$ cat src/rtl/vg_pkg.sv
package vg_pkg;
   typedef enum logic [1:0] {
      VG_IDLE = 2'd0,
      VG_SCAN = 2'd1,
      VG_WAIT = 2'd2
   } vg_state_e;
endpackage

$ cat src/rtl/vg_addr_gen.sv
module vg_addr_gen #(
   parameter int LANES_MAX = 8,
   parameter int ELEM_W    = 32,
   parameter int ADDR_W    = 64,
   parameter int DISP_W    = 32,
   parameter int LSEL_W    = 3
) (
   input  logic [LANES_MAX*ELEM_W-1:0] idx_vec,
   input  logic [LSEL_W-1:0]           lane,
   input  logic                        idx64,
   input  logic [1:0]                  scale_code,
   input  logic [ADDR_W-1:0]           base,
   input  logic [DISP_W-1:0]           disp,
   output logic [ADDR_W-1:0]           addr
);
   localparam int WIDE_W = 2 * ELEM_W;

   logic [ELEM_W-1:0] w_narrow;
   logic [WIDE_W-1:0] w_wide;
   logic [ADDR_W-1:0] ext_narrow, ext_wide, ext_disp, ext_idx;

   assign w_narrow   = idx_vec[lane*ELEM_W +: ELEM_W];
   assign w_wide     = idx_vec[lane[LSEL_W-2:0]*WIDE_W +: WIDE_W];
   assign ext_narrow = {{(ADDR_W-ELEM_W){w_narrow[ELEM_W-1]}}, w_narrow};

   generate
      if (ADDR_W == WIDE_W) begin : g_wide_exact
         assign ext_wide = w_wide;
      end else begin : g_wide_sext
         assign ext_wide = {{(ADDR_W-WIDE_W){w_wide[WIDE_W-1]}}, w_wide};
      end
      if (DISP_W == ADDR_W) begin : g_disp_exact
         assign ext_disp = disp;
      end else begin : g_disp_sext
         assign ext_disp = {{(ADDR_W-DISP_W){disp[DISP_W-1]}}, disp};
      end
   endgenerate

   assign ext_idx = idx64 ? ext_wide : ext_narrow;
   assign addr    = base + (ext_idx << scale_code) + ext_disp;
endmodule

$ cat src/rtl/vg_vec_regs.sv
module vg_vec_regs #(
   parameter int LANES_MAX = 8,
   parameter int ELEM_W    = 32,
   parameter int CNT_W     = 4,
   parameter int LSEL_W    = 3
) (
   input  logic                        clk,
   input  logic                        rst_n,
   input  logic                        load,
   input  logic [CNT_W-1:0]            n_lanes,
   input  logic [LANES_MAX*ELEM_W-1:0] dest_in,
   input  logic [LANES_MAX*ELEM_W-1:0] mask_in,
   input  logic                        wr_en,
   input  logic                        clr_en,
   input  logic [LSEL_W-1:0]           lane,
   input  logic [ELEM_W-1:0]           wr_data,
   output logic [LANES_MAX*ELEM_W-1:0] dest_q,
   output logic [LANES_MAX*ELEM_W-1:0] mask_q,
   output logic [LANES_MAX-1:0]        lane_act
);
   generate
      for (genvar j = 0; j < LANES_MAX; j++) begin : g_lane
         logic in_shape;
         assign in_shape    = CNT_W'(j) < n_lanes;
         assign lane_act[j] = mask_q[j*ELEM_W + ELEM_W - 1];

         always_ff @(posedge clk or negedge rst_n) begin
            if (!rst_n) begin
               dest_q[j*ELEM_W +: ELEM_W] <= '0;
               mask_q[j*ELEM_W +: ELEM_W] <= '0;
            end else if (load) begin
               dest_q[j*ELEM_W +: ELEM_W] <= in_shape ? dest_in[j*ELEM_W +: ELEM_W] : '0;
               mask_q[j*ELEM_W +: ELEM_W] <=
                  (in_shape && mask_in[j*ELEM_W + ELEM_W - 1]) ? '1 : '0;
            end else begin
               if (wr_en && lane == LSEL_W'(j))
                  dest_q[j*ELEM_W +: ELEM_W] <= wr_data;
               if (clr_en && lane == LSEL_W'(j))
                  mask_q[j*ELEM_W +: ELEM_W] <= '0;
            end
         end
      end
   endgenerate
endmodule

$ cat src/rtl/vg_lane_ctrl.sv
module vg_lane_ctrl
   import vg_pkg::*;
#(
   parameter int LANES_MAX = 8,
   parameter int CNT_W     = 4,
   parameter int LSEL_W    = 3
) (
   input  logic                 clk,
   input  logic                 rst_n,
   input  logic                 start,
   input  logic [CNT_W-1:0]     n_lanes,
   input  logic [LANES_MAX-1:0] lane_act,
   input  logic                 req_ready,
   input  logic                 rsp_valid,
   input  logic                 rsp_fault,
   output logic                 load,
   output logic                 busy,
   output logic                 req_valid,
   output logic [LSEL_W-1:0]    lane,
   output logic                 wr_en,
   output logic                 clr_en,
   output logic                 done,
   output logic                 fault_o,
   output logic [LSEL_W-1:0]    fault_lane,
   output logic                 resume_o
);
   vg_state_e        state;
   logic [CNT_W-1:0] lane_q;
   logic             got_any;
   logic             lane_end, cur_act, rsp_ok;

   assign lane_end  = lane_q >= n_lanes;
   assign lane      = lane_q[LSEL_W-1:0];
   assign cur_act   = !lane_end && lane_act[lane];
   assign busy      = state != VG_IDLE;
   assign load      = start && state == VG_IDLE;
   assign req_valid = state == VG_SCAN && cur_act;
   assign rsp_ok    = state == VG_WAIT && rsp_valid && !rsp_fault;
   assign wr_en     = rsp_ok;
   assign clr_en    = rsp_ok || (state == VG_SCAN && !lane_end && !cur_act);

   always_ff @(posedge clk or negedge rst_n) begin
      if (!rst_n) begin
         state      <= VG_IDLE;
         lane_q     <= '0;
         got_any    <= 1'b0;
         done       <= 1'b0;
         fault_o    <= 1'b0;
         fault_lane <= '0;
         resume_o   <= 1'b0;
      end else begin
         done <= 1'b0;
         unique case (state)
            VG_IDLE: if (start) begin
               state   <= VG_SCAN;
               lane_q  <= '0;
               got_any <= 1'b0;
            end
            VG_SCAN: begin
               if (lane_end) begin
                  state    <= VG_IDLE;
                  done     <= 1'b1;
                  fault_o  <= 1'b0;
                  resume_o <= 1'b0;
               end else if (!cur_act) begin
                  lane_q <= lane_q + CNT_W'(1);
               end else if (req_ready) begin
                  state <= VG_WAIT;
               end
            end
            VG_WAIT: if (rsp_valid) begin
               if (rsp_fault) begin
                  state      <= VG_IDLE;
                  done       <= 1'b1;
                  fault_o    <= 1'b1;
                  fault_lane <= lane;
                  resume_o   <= got_any;
               end else begin
                  state   <= VG_SCAN;
                  lane_q  <= lane_q + CNT_W'(1);
                  got_any <= 1'b1;
               end
            end
            default: state <= VG_IDLE;
         endcase
      end
   end
endmodule

$ cat src/rtl/vgather_seq.sv
module vgather_seq #(
   parameter int LANES_MAX = 8,
   parameter int ELEM_W    = 32,
   parameter int ADDR_W    = 64,
   parameter int DISP_W    = 32,
   localparam int VEC_W    = LANES_MAX * ELEM_W,
   localparam int CNT_W    = $clog2(LANES_MAX + 1),
   localparam int LSEL_W   = $clog2(LANES_MAX)
) (
   input  logic               clk,
   input  logic               rst_n,
   input  logic               start,
   input  logic               wide_mode,
   input  logic               idx64,
   input  logic [1:0]         scale_code,
   input  logic [ADDR_W-1:0]  base_addr,
   input  logic [DISP_W-1:0]  disp,
   input  logic [VEC_W-1:0]   idx_vec,
   input  logic [VEC_W-1:0]   mask_in,
   input  logic [VEC_W-1:0]   dest_in,
   output logic               busy,
   output logic               done,
   output logic               fault_o,
   output logic [LSEL_W-1:0]  fault_lane,
   output logic               resume_o,
   output logic [VEC_W-1:0]   dest_out,
   output logic [VEC_W-1:0]   mask_out,
   output logic               req_valid,
   input  logic               req_ready,
   output logic [ADDR_W-1:0]  req_addr,
   input  logic               rsp_valid,
   input  logic [ELEM_W-1:0]  rsp_data,
   input  logic               rsp_fault
);
   generate
      if (LANES_MAX < 4 || LANES_MAX % 4 != 0) begin : g_bad_lanes
         $error("LANES_MAX must be a multiple of 4");
      end
      if (ADDR_W < 2 * ELEM_W) begin : g_bad_addr
         $error("ADDR_W must hold a sign-extended wide index");
      end
      if (DISP_W > ADDR_W) begin : g_bad_disp
         $error("DISP_W must not exceed ADDR_W");
      end
   endgenerate

   function automatic logic [CNT_W-1:0] lane_cnt(input logic wide, input logic q64);
      int sh;
      sh = (wide ? 0 : 1) + (q64 ? 1 : 0);
      return CNT_W'(LANES_MAX >> sh);
   endfunction

   logic                 load, wr_en, clr_en;
   logic [LSEL_W-1:0]    lane;
   logic [LANES_MAX-1:0] lane_act;
   logic [VEC_W-1:0]     idx_q;
   logic [ADDR_W-1:0]    base_q;
   logic [DISP_W-1:0]    disp_q;
   logic [1:0]           scale_q;
   logic                 wide_q, q64_q;
   logic [CNT_W-1:0]     n_new, n_run;

   assign n_new = lane_cnt(wide_mode, idx64);
   assign n_run = lane_cnt(wide_q, q64_q);

   always_ff @(posedge clk or negedge rst_n) begin
      if (!rst_n) begin
         idx_q   <= '0;
         base_q  <= '0;
         disp_q  <= '0;
         scale_q <= '0;
         wide_q  <= 1'b0;
         q64_q   <= 1'b0;
      end else if (load) begin
         idx_q   <= idx_vec;
         base_q  <= base_addr;
         disp_q  <= disp;
         scale_q <= scale_code;
         wide_q  <= wide_mode;
         q64_q   <= idx64;
      end
   end

   vg_lane_ctrl #(.LANES_MAX(LANES_MAX), .CNT_W(CNT_W), .LSEL_W(LSEL_W)) u_ctrl (
      .clk(clk), .rst_n(rst_n), .start(start), .n_lanes(n_run), .lane_act(lane_act),
      .req_ready(req_ready), .rsp_valid(rsp_valid), .rsp_fault(rsp_fault),
      .load(load), .busy(busy), .req_valid(req_valid), .lane(lane),
      .wr_en(wr_en), .clr_en(clr_en), .done(done), .fault_o(fault_o),
      .fault_lane(fault_lane), .resume_o(resume_o)
   );

   vg_vec_regs #(.LANES_MAX(LANES_MAX), .ELEM_W(ELEM_W), .CNT_W(CNT_W), .LSEL_W(LSEL_W)) u_regs (
      .clk(clk), .rst_n(rst_n), .load(load), .n_lanes(n_new),
      .dest_in(dest_in), .mask_in(mask_in), .wr_en(wr_en), .clr_en(clr_en),
      .lane(lane), .wr_data(rsp_data), .dest_q(dest_out), .mask_q(mask_out),
      .lane_act(lane_act)
   );

   vg_addr_gen #(.LANES_MAX(LANES_MAX), .ELEM_W(ELEM_W), .ADDR_W(ADDR_W),
                 .DISP_W(DISP_W), .LSEL_W(LSEL_W)) u_agen (
      .idx_vec(idx_q), .lane(lane), .idx64(q64_q), .scale_code(scale_q),
      .base(base_q), .disp(disp_q), .addr(req_addr)
   );
endmodule

$ cat config.mk
export PLATFORM = sky130hd
export DESIGN_NAME = vgather_seq
export DESIGN_NICKNAME = d
export VERILOG_FILES = /design/src/rtl/vg_pkg.sv /design/src/rtl/vg_addr_gen.sv /design/src/rtl/vg_vec_regs.sv /design/src/rtl/vg_lane_ctrl.sv /design/src/rtl/vgather_seq.sv
export SDC_FILE = /design/constraint.sdc
export NUM_CORES = 2
export LEC_CHECK = 0
export ABC_AREA = 1
export BUFFER_PORTS_ARGS = -buffer_cell sky130_fd_sc_hd__buf_2
export CORE_AREA = 5 5 585 587
export CTS_BUF_LIST = sky130_fd_sc_hd__clkbuf_16
export DETAILED_ROUTE_END_ITERATION = 7
export DIE_AREA = 0 0 590 592
export HOLD_SLACK_MARGIN = 0.06
export PLACE_DENSITY = 0.35
export SYNTH_ARGS = -nofsm -noshare
export SYNTH_HDL_FRONTEND = slang
export SYNTH_HIERARCHICAL = 1
export SYNTH_SLANG_ARGS = --single-unit
$ cat constraint.sdc
create_clock -name clk -period 5.7 [get_ports clk]
set_input_delay 0.57 -clock clk [delete_from_list [all_inputs] [get_ports clk]]
set_output_delay 0.57 -clock clk [all_outputs]
set_load 0.005 [all_outputs]
# ---- Word level (Yosys, flattened, before mapping)
# Cells that the tools add are included.
dict set report classes {
  n_addsub 5
  n_lt_le_gt_ge 10
  n_eq_ne 18
  shift 5
  mux 83
  n_reduce_logical 62
}
# operator n
set ops {}
lappend ops {{32-bit 2-to-1 mux} 48}
lappend ops {{256-bit by 9-bit indexed part select with 32-bit output} 1}
lappend ops {{256-bit by 9-bit indexed part select with 64-bit output} 1}
lappend ops {{64-bit adder} 2}
lappend ops {{64-bit 2-to-1 mux} 1}
lappend ops {{64-bit by 2-bit left shift with 64-bit output} 1}
lappend ops {{2-bit nonzero test} 19}
lappend ops {{1-bit logical AND} 31}
lappend ops {{4-bit 2-to-1 mux} 5}
lappend ops {{1-bit 2-to-1 mux} 17}
lappend ops {{3-bit by 4-bit less-than comparator with 1-bit output (first input constant)} 4}
lappend ops {{3-bit == test (second input constant)} 4}
lappend ops {{2-bit inequality test (second input constant)} 6}
lappend ops {{4-bit case mux with 3 select lines} 1}
lappend ops {{4-bit AND reduction} 3}
lappend ops {{2-bit 2-to-1 mux} 5}
lappend ops {{1-bit by 4-bit less-than comparator with 1-bit output (first input constant)} 2}
lappend ops {{2-bit by 4-bit less-than comparator with 1-bit output (first input constant)} 2}
lappend ops {{1-bit case mux with 2 select lines} 4}
lappend ops {{4-bit by 2-bit right shift with 4-bit output (first input constant)} 2}
lappend ops {{3-bit by 2-bit == test with 1-bit output (second input constant)} 2}
lappend ops {{2-bit case mux with 3 select lines} 1}
lappend ops {{6-bit AND reduction} 1}
lappend ops {{1-bit by 1-bit adder with 2-bit output} 2}
lappend ops {{16 further kinds} 18}
dict set report word_totals {
  register_bits 881
  input_bits 906
  out_inout_bits 584
  wordCells 212
}

# ---- Logic depth before layout (Yosys ltp)
dict set report logic_depth {
  word_depth 12
  ltp_mapped 30
  ltp_nobuf 27
}

# ---- Cells and area by module
# Netlist, hierarchy kept.
# mod instances cells_per_inst area_per_inst_um2 seq_area_each_um2
set modules_own_cells {}
lappend modules_own_cells {vg_vec_regs 1 2025 14811.7 6606.3}
lappend modules_own_cells {vgather_seq 1 1518 13621.8 8908.5}
lappend modules_own_cells {vg_addr_gen 1 2284 11741.3 0.0}
lappend modules_own_cells {vg_lane_ctrl 1 142 1073.5 325.3}

# ---- Worst setup path before layout
# OpenSTA, ideal clock, no wires.
dict set report synth_path {
  kind {reg-to-output}
  startpoint {reg u_ctrl.lane_q[1]}
  endpoint {out req_addr[35]}
  arrival_ns 3.679
  required_time_ns 5.130
  slack_ns 1.451
  stages_incl_launch_ff 26
  n_path_buf 5
  path_cell_list {dfrtp_1 -> buf_4 -> buf_2 -> buf_4 -> buf_4 -> clkbuf_1 -> nand3_1 -> nand3_1 -> nand3_1 -> nand2_1 -> nor2_1 -> fa_1 -> ha_1 -> fa_1 -> nand3_1 -> nand2_1 -> nand2_1 -> nand2_1 -> a21oi_1 -> inv_1 -> nand2_1 -> nand2_1 -> nand2_1 -> nand2_1 -> nand2_1 -> nand2_1}
}
dict set report synth_via {
  elab_chain_len 5
  word_cells_on_any_way 6
  cone_classes {add/sub (2); shift (3); mux (1)}
}
# item line
set synth_lines {}
lappend synth_lines {{start: declaration} vg_lane_ctrl.sv:28} ;# logic [CNT_W-1:0] lane_q;
lappend synth_lines {{start signal: assignment} vg_lane_ctrl.sv:66} ;# lane_q <= lane_q + CNT_W'(1);
lappend synth_lines {{start signal: assignment} vg_lane_ctrl.sv:80} ;# lane_q <= lane_q + CNT_W'(1);
lappend synth_lines {{256-bit by 9-bit indexed part select with 32-bit output / 256-bit by 9-bit indexed part select with 64-bit output (equally long branches)} {vg_addr_gen.sv:22, vg_addr_gen.sv:23}}
lappend synth_lines {{64-bit 2-to-1 mux (*)} vg_addr_gen.sv:39} ;# assign ext_idx = idx64 ? ext_wide : ext_narrow;
lappend synth_lines {{64-bit by 2-bit left shift with 64-bit output (*)} vg_addr_gen.sv:40} ;# assign addr = base + (ext_idx << scale_code) + ext_disp;
lappend synth_lines {{64-bit adder (*) (2 in series)} vg_addr_gen.sv:40}
lappend synth_lines {{end: declaration} vgather_seq.sv:30} ;# output logic [ADDR_W-1:0] req_addr,
# Mark *: on every way between the ends. The rest lies on a longest branch, timed or not.

# ---- Worst setup path after layout
dict set report layout_path {
  startpoint {reg u_ctrl.lane_q[0]}
  endpoint {out req_addr[44]}
}
# Same word-level chain as after synthesis.

==> metrics.cfg <==
[synth]
synth_area_leaders=dfrtp_1 (38%), nand2_1 (27%), nand3_1 (9.2%)
avgSynthCellArea_um2=6.91
synth_flop_cell=dfrtp_1
synthArstFlopShare_pct=100
yosysTopAreaCellShare_pct=38.4
synth_common_cells=nand2_1 (2,963), nand3_1 (762), dfrtp_1 (633)
synth_edf_count=0
ys_ff_latch=633
syn_area_um2=41200
yosysUniqueCellTypes=44
synth_fp_nets=7016
postSynthCellCount=5969
seq_area_frac_synth_pct=38.4
ys_warn_count=6
synth_most_common_cell=nand2_1
yosysTopAreaCell=dfrtp_1

[floorplan]
fp.dieH_um=592
core_area_um2=336000
dieArea_um2=349000
io_pins=1490
placement_rows=213
initial_core_util_pct=12.3
die_w_um=590

[routing]
antenna_left=0
wl_per_cell_um=25.0
vias=47800
firstDrtPassIters=6
drtIter0Drc=2847
wl_mm=308
via_per_inst=3.89
drc=0

[timing]
period_needed_ns=5.97
slew_headroom_pct=16.3
setup_ws_ns=-0.267
worstMarginPinSlew_ns=1.26
slew_violations=0
fin_crit_sh_pct=105
rsz0062_at_grt=true
clock_skew_ns=0.0434
setup_viol=43
max_freq_ghz=0.168
finalHoldViolations=0

[layout]
fillCellCount=38300
layout-drive-gt1-share_pct=30.6
final_nets=8810
final_area_um2=65000
multi_input_area_um2=23100
fin_util_pct=19.3
ff_latch_area_um2=15900
syn_to_final_growth_pct=57.5

[worst_setup_path]
critPathArrivalTime_ns=5.40
crit_required_ns=5.13
critPathMaxFanout=8
critPathLaunchType=flip-flop
worstSetupPathType=reg2out
slowest_delay_ns=0.55
end_kind=primary output
cp_slowest_cell=dfrtp_4

[place]
dpl.hpwl_mm=245
dpl-instance-area_um2=53300
place_congestion=0.920
portBuffers=1241

[clock_network]
clock_path_buffers=4
clkSinkCount=633
cts-buffers-inserted=96
insertion_delay_ns=0.83
cts.reportedPaths.clkPinSlew_ns=0.06
ctsRootBufferMaster=clkbuf_16
h-tree-depth=3
cts_tree=done

[job]
drv_cap=0

[grt]
grt_overflow_total=0
track_usage_pct=16.8
grt_pass1_wl_mm=412
antenna_found_initial=126
grt_pass1_vias=50100
grt_max_degree=173

[min_path]
hp-class=in2reg

[outcome]
status=finished with violations
violations=setup timing

[cell usage in the layout, fill, tap and decap left out, types with 16 or more instances in the layout]
master         count
nand2_1         2839
buf_2           1239
nand3_1          731
dfrtp_1          623
dlygate4sd3_1    527
buf_4            422
inv_1            200
nand2_2          116
a21oi_1          106
clkbuf_16         99
nor2_1            73
a21oi_2           61
a31oi_1           56
fa_1              55
o21ai_1           47
diode_2           46
nor2_2            44
buf_12            42
ha_4              41
o21ai_0           40
inv_2             34
ha_1              31
nand3_2           31
nor2_4            31
nand4_1           27
a21oi_4           23
buf_6             22
xor2_1            20
nand2_4           18
xor2_2            16
[per-layer routing]
metal  track usage, %  part of all wire [%]  wire [um]
met1             18.2                    37     114000
met2             32.5                    54     165000
met3             3.43                   5.8      18000
met4             5.22                   3.5      10800
met5                0                  0.19        578
[registers in the layout, indices dropped and copies added, names as in the netlist]
name,flops
u_ctrl/lane_q,4
u_ctrl/done,1
wide_q,1
u_ctrl/got_any,1
disp_q,32
q64_q,1
u_ctrl/fault_lane,3
base_q,64
scale_q,2
idx_q,256
u_ctrl/resume_o,1
u_regs/mask_q,8
u_ctrl/state,2
u_ctrl/fault_o,1
u_regs/dest_q,256
[layout make-up]
type / instances / share of cell area, %
diodes: 46 / 0.177
multi-input cells: 4532 / 35.6
clock buffers: 96 / 3.70
repair buffers: 2271 / 25.0
clock inverters: 77 / 1.19
repair inverters: 1 / 0.0250
inverters: 228 / 1.40
flip-flops and latches: 633 / 24.4
well taps: 4407 / 8.49
[final timing paths]
path                                               from                        endpoint  slack [ns]  cells after the start
hold reg to reg              u_ctrl/fault_o$_DFFE_PN0P_      u_ctrl/fault_o$_DFFE_PN0P_        0.47                      2
setup / recovery           u_ctrl/lane_q[0]$_DFFE_PN0P_                    req_addr[44]       -0.27                     28
hold / removal                             dest_in[229]  u_regs/dest_q[229]$_DFFE_PN0P_        0.13                      5
setup reg to reg            u_ctrl/state[0]$_DFFE_PN0P_  u_regs/dest_q[114]$_DFFE_PN0P_        2.05                     12
min in group asynchronous                         rst_n          idx_q[178]$_DFFE_PN0P_        0.34                      2
max in group asynchronous                         rst_n    u_ctrl/lane_q[2]$_DFFE_PN0P_        3.78                      3
[stage by stage]
step / std cells / setup TNS (ns) / hold slack (ns) / setup slack [ns]
2_1_floorplan: 5969 / 0 / 0.274 / 1.45
3_3_place_gp: 11500 / -0.0117 / 0.458 / -0.0117
3_5_place_dp: 11500 / 0 / 0.457 / 0.0247
4_1_cts: 12200 / -15.82 / 0.0602 / -0.500
5_1_grt: 12300 / -21.42 / 0.0999 / -0.609
6_report: 12300 / -5.46 / 0.132 / -0.267
[what timing repair did]
| item | in CTS | in global routing |
|---|---|---|
| hold endpoints to repair | 569 | 0 |
| gates resized for setup | 287 | 350 |
| hold buffers | 527 | 0 |
| cloned | 7 | 5 |
| buffers inserted | 15 | 21 |
| endpoints found under the setup margin | 58 | 58 |
| pin swaps | 9 | 78 |
[logic make-up after synthesis]
kind of cell	after synthesis	share of synthesized area (%)
DFF	633	38.4
and+or+nand+nor	3969	39.2
adders and majority gates	141	5.44
xor gates and xnor gates	42	0.892
AOI/OAI and AO/OA	380	5.10
buffers and inverters	804	11.0
[critical path, delay by kind of cell, from the launching register on]
kind / cells / cell delay [ns]
fa+ha+maj: 2 / 0.74
flops: 1 / 0.55
buf+inv: 11 / 1.48
compound gates: 4 / 0.59
simple gates: 10 / 0.92
xor+xnor: 1 / 0.24
Power is left out: the tool's default activity adds up to more than one toggle a clock period on the data nets, which glitch-free logic cannot reach.
